**src/rtl/dma_chan_ctl.sv**
```systemverilog
module dma_chan_ctl #(
  parameter int CNT_W = 16
) (
  input  logic             clk,
  input  logic             rst_n,
  input  logic             standby,
  input  logic             wr_en,
  input  logic             rd_en,
  input  logic [1:0]       addr,
  input  logic [CNT_W-1:0] wdata,
  output logic [CNT_W-1:0] rdata,
  input  logic             ext_req,
  input  logic             nmi_pulse,
  input  logic             aerr_pulse,
  output logic             xfer_stb,
  output logic             irq
);
  localparam logic [1:0] A_CTRL = 2'd0, A_CNT = 2'd1, A_GLB = 2'd2;

  logic chan_en, done, irq_en, auto_mode, master_en, nmi_flag, aerr_flag, armed;
  logic [CNT_W-1:0] cnt;

  wire wr_ctrl = wr_en && addr == A_CTRL;
  wire wr_cnt  = wr_en && addr == A_CNT;
  wire wr_glb  = wr_en && addr == A_GLB;
  wire perm    = chan_en && !done && master_en && !nmi_flag && !aerr_flag && cnt != '0;
  wire issue   = perm && (auto_mode || ext_req);
  wire clr_ok  = wr_ctrl && !wdata[1] && armed;

  assign irq = done && irq_en;

  always_ff @(posedge clk or negedge rst_n) begin
    if (!rst_n) begin
      chan_en <= 1'b0; done <= 1'b0; irq_en <= 1'b0; auto_mode <= 1'b0;
      master_en <= 1'b0; nmi_flag <= 1'b0; aerr_flag <= 1'b0; armed <= 1'b0;
      cnt <= '0; xfer_stb <= 1'b0; rdata <= '0;
    end else begin
      xfer_stb <= issue;
      if (wr_cnt) cnt <= wdata;
      else if (issue) cnt <= cnt - 1'b1;
      if (wr_ctrl) begin
        chan_en   <= wdata[0];
        irq_en    <= wdata[2];
        auto_mode <= wdata[3];
      end
      if (standby) done <= 1'b0;
      else if (issue && cnt == 1 && !wr_cnt) done <= 1'b1;
      else if (clr_ok) done <= 1'b0;
      if (standby || clr_ok) armed <= 1'b0;
      else if (rd_en && addr == A_CTRL && done) armed <= 1'b1;
      if (wr_glb) master_en <= wdata[0];
      if (nmi_pulse) nmi_flag <= 1'b1;
      else if (wr_glb && !wdata[1]) nmi_flag <= 1'b0;
      if (aerr_pulse) aerr_flag <= 1'b1;
      else if (wr_glb && !wdata[2]) aerr_flag <= 1'b0;
      if (rd_en) begin
        rdata <= '0;
        case (addr)
          A_CTRL: rdata[3:0] <= {auto_mode, irq_en, done, chan_en};
          A_CNT:  rdata <= cnt;
          A_GLB:  rdata[2:0] <= {aerr_flag, nmi_flag, master_en};
          default: rdata <= '0;
        endcase
      end
    end
  end

  // completion rises only with the strobe that empties the counter
  a_r3_done_with_last: assert property (@(posedge clk) disable iff (!rst_n)
    $rose(done) |-> xfer_stb && cnt == '0);
  // no strobe once completion was already set
  a_r3_no_stb_after_done: assert property (@(posedge clk) disable iff (!rst_n)
    done && $past(done) |-> !xfer_stb);
  // completion falls only by an armed zero write or standby
  a_r6_clear_cause: assert property (@(posedge clk) disable iff (!rst_n)
    $fell(done) |-> $past(standby) || $past(wr_en && addr == A_CTRL && !wdata[1] && armed));
  // the NMI flag survives anything but a zero write
  a_r9_nmi_sticky: assert property (@(posedge clk) disable iff (!rst_n)
    $past(nmi_flag) && !$past(wr_en && addr == A_GLB && !wdata[1]) |-> nmi_flag);
  // each strobe matches a decrement of the counter
  a_r2_count_step: assert property (@(posedge clk) disable iff (!rst_n)
    xfer_stb && !$past(wr_en && addr == A_CNT) |-> cnt == $past(cnt) - 1'b1);
  // no strobe while the master enable was off
  a_r8_master_gate: assert property (@(posedge clk) disable iff (!rst_n)
    !$past(master_en) |-> !xfer_stb);
endmodule

```
**config.mk**
```make
export PLATFORM = sky130hd
export DESIGN_NAME = dma_chan_ctl
export DESIGN_NICKNAME = d
export VERILOG_FILES = /design/src/rtl/dma_chan_ctl.sv
export SDC_FILE = /design/constraint.sdc
export NUM_CORES = 1
export LEC_CHECK = 0
export ABC_AREA = 1
export ABC_CLOCK_PERIOD_IN_PS = 1590
export BUFFER_PORTS_ARGS = -buffer_cell sky130_fd_sc_hd__buf_4
export CORE_MARGIN = 2
export CORE_UTILIZATION = 50
export DETAILED_ROUTE_END_ITERATION = 10
export PLACE_DENSITY = 0.76
export SYNTH_ARGS = -nofsm -noshare
export SYNTH_HDL_FRONTEND = slang
export SYNTH_SLANG_ARGS = --single-unit
```
**constraint.sdc**
```tcl
create_clock -name clk -period 1.59 [get_ports clk]
set_input_delay 0.318 -clock clk [delete_from_list [all_inputs] [get_ports clk]]
set_output_delay 0.318 -clock clk [all_outputs]
set_load 0.05 [all_outputs]
```
==> reports/qor.csv <==
stage,metric,value,unit
clocking,H-tree level count,2,
floorplanning,Chip Width,73.08,microns
pwr,Clock Power Share,0.270,
global_route,antenna violations before repair,0,
synthesis,largest family of logic cells by synthesized area,simple AND/OR/NAND/NOR gates,
synthesis,Synth Area in Simple Gates,0.4064,
floorplanning,Die Y,73.08,microns
cells_and_area,Storage cell area,1028,sq um
global_route,GR Util All Layers,0.2246,
clocking,Clock Sinks,41,
synthesis,Post-Synth Adder-Cell Area,0.01049,
placement,Final Wtd Congestion,0.9076,
cells_and_area,Layout Area Growth over Synthesis,27.64,%
run_status,outcome,"complete, but fails checks",
setup_path,Worst EP required,1770,ps
synthesis,multiplexer area fraction after synthesis,0,
route,final wirelength,5570,microns
run_status,failing checks,negative hold slack,
synthesis,top post-synthesis cells by area,"dfrtp_1 43%, nand2_1 19%, nand3_1 9.4%",
synthesis,Mapped Avg Cell Area,7.275,sq um
synthesis,Syn Inst Count,328,
setup_path,Reg2Reg Depth,10,
sta,post-route minimum period,1487,ps
hold_path,worst min path class,in -> async,
floorplanning,Core Rows,25,
pwr,Peak VDD IR,0.0006922,V
setup_path,R2R setup slack,100,ps
clocking,"Reg clk slew, reported paths",80,ps
sta,relative slew slack,0.6596,
synthesis,synthesized area,2386,sq um
synthesis,most common cell in the netlist,nand2_1,
clocking,"Clk Latency, worst-skew pair",290,ps
route,Via density,5.120,
sta,Fin Hold WS,-6.273,ps
floorplanning,number of I/O pins,44,
sta,Clock Skew,7.255,ps
cells_and_area,fillcell total,419,
global_route,vias in the first global route,2065,
synthesis,post-synth top area share,0.4300,
cells_and_area,multi-input logic area,1199,sq um
synthesis,synth warn,0,
pwr,static leakage,1.664,nW
pwr,Net Sw Frac,0.3672,
sta,Pins Over Slew Limit,0,
route,# DRC,0,
route,DRT Pass-1 Iters,6,
pwr,P_sw,1.370,mW
setup_path,reg2reg start,cnt[1],
setup_path,reg-to-reg endpoint,cnt[10],
pwr,PD cells,1225,nW/um^2
sta,Tcrit/Tclk final,0.9355,
pwr,combinational share of power,0.353,
pwr,Pwr Total,3.730,mW
flow_run,max_cap viols,0,
synthesis,Compound-Gate Fraction of Synth Area,0.07236,
setup_path,CP endpoint kind,register,
synthesis,cell accounting for the most synthesized area,dfrtp_1,
clocking,Num CTS Buffers,5,
synthesis,Synth Register Bits,41,
floorplanning,core box area,4661,sq um
sta,worst-margin pin slew,510.6,ps
clocking,Clock Path Buffers,2,
cells_and_area,diodes inserted,0,
synthesis,sequential area share after synthesis,0.4300,
clocking,CTS tree,yes,
pwr,Reg power frac,0.377,
setup_path,CP Max Fanout,20,
synthesis,Post-synth EDFFs,0,
synthesis,Synth cell types,33,
clocking,Root Driver,clkbuf_8,
cells_and_area,Nets,416,
cells_and_area,final core utilization,0.6534,
setup_path,Crit. Startpoint,cnt[1],
placement,DPL Wire Length,4058,microns
global_route,first-pass GRT wire length,9418,microns
sta,Final Setup Violations,0,
route,Iteration-0 DRC Markers,156,
route,WL/cell,12.57,microns
setup_path,Setup Crit Path Kind,reg -> reg,
floorplanning,initial core utilization,0.5119,
route,Antenna Nets Post-Route,0,
synthesis,Main synth FF type,dfrtp_1,
global_route,largest net degree at the start of global routing,42,
setup_path,type of origin of the critical path,register,
placement,IO buf count,43,
pwr,internal power,2.360,mW
cells_and_area,share of cells above drive strength 1,0.2751,
synthesis,Synth async-reset ratio,1.000,
sta,fmax,672.3,MHz
synthesis,"top cells by count, synth","118 x nand2_1, 45 x nand3_1, 41 x dfrtp_1",
floorplanning,die area,5341,sq um
clocking,# hold bufs at CTS,0,
setup_path,crit path DAT,1670,ps
sta,Fin. Hold Viols,13,
sta,RSZ-0062 raised after global routing,yes,
synthesis,Synth Area in XOR/XNOR,0.003671,
synthesis,Mapped Nets,356,
route,vias,2268,
global_route,Congestion Overflow GR,0,
==> sequential cells by signal, indices dropped and copies added (netlist names) <==
| name | count |
|---|---|
| irq_en | 1 |
| xfer_stb | 1 |
| master_en | 1 |
| done | 1 |
| auto_mode | 1 |
| aerr_flag | 1 |
| nmi_flag | 1 |
| cnt | 16 |
| chan_en | 1 |
| armed | 1 |
| rdata | 16 |
==> per-layer routing <==
metal | track usage | up-vias | wire length (microns)
met5 | 0 | - | 0
met4 | 0.07819 | 0 | 91
met3 | 0.02901 | 8 | 302
met2 | 0.3554 | 71 | 2544
met1 | 0.3158 | 1038 | 2631
li1 | - | 1151 | -
==> logic make-up (layout without fill, tap and decap cells) <==
group           Yosys count  count (layout)
buf+inv                  43             104
xor+xnor                  1               1
flops                    41              41
compound gates           28              28
simple gates            213             213
fa+ha+maj                 2               2
==> stage by stage <==
stage	instance area [sq um]	hold slack, ps	setup TNS [ps]	std cells	worst slack, ps
floorplan	2386	22.41	0	328	61.53
global placement	2875	321.3	0	434	124.7
detailed placement	2875	327.0	0	434	69.69
CTS	3013	4.277	0	442	51.94
global route	3045	36.78	-19.31	443	-18.31
finish	3045	-6.273	0	443	102.5
==> what timing repair did <==
item                       CTS  global route
buffers inserted             0             1
resized for setup            0             9
setup endpoints to repair    0            16
==> layout make-up <==
| cell class | count | area share |
|---|---|---|
| tap | 54 | 0.02219 |
| clock buffer | 5 | 0.02260 |
| multi-input combinational | 244 | 0.3936 |
| inverter | 32 | 0.03944 |
| clock inverter | 3 | 0.02260 |
| timing repair buffer | 64 | 0.1619 |
| sequential | 41 | 0.3377 |
==> worst max-delay path, cell delays in order (launching register included) <==
cell	delay [ps]
dfrtp_1	390
inv_1	110
ha_4	160
nand2_4	80
nor2_8	120
nand2_4	60
nand2_4	80
nand2_2	60
buf_12	170
nand2_1	60
nand3_1	70
==> power by group through the flow <==
stage	logic [mW]	registers [mW]	clock network [mW]
6_report	1.32	1.41	1.01
3_3_place_gp	1.24	1.40	0
5_1_grt	1.48	1.43	1.06
4_1_cts	1.27	1.39	1.03
3_5_place_dp	1.26	1.41	0
2_1_floorplan	0.706	1.53	0
==> layout by cell type, fill, tap and decap left out, types with 2 or more instances in the layout <==
cell,count
nand3_1,45
a21oi_1,4
o21ai_0,12
nor2_4,4
bufinv_16,2
nand2_2,5
inv_1,29
o21bai_1,3
o21ai_2,4
dfrtp_2,2
buf_4,63
nor2_2,8
nand2_4,3
inv_2,3
dfrtp_1,39
nand2_1,117
nor2_1,24
clkbuf_8,5
==> worst max-delay path by stage <==
stage / slack, ps / cells past startpoint / to
floorplan: 60 / 10 / cnt[10]
global placement: 120 / 10 / cnt[10]
detailed placement: 70 / 10 / cnt[10]
CTS: 50 / 10 / cnt[10]
global route: -20 / 9 / cnt[15]
finish: 100 / 10 / cnt[10]
Power figures use the tool's default switching activity.
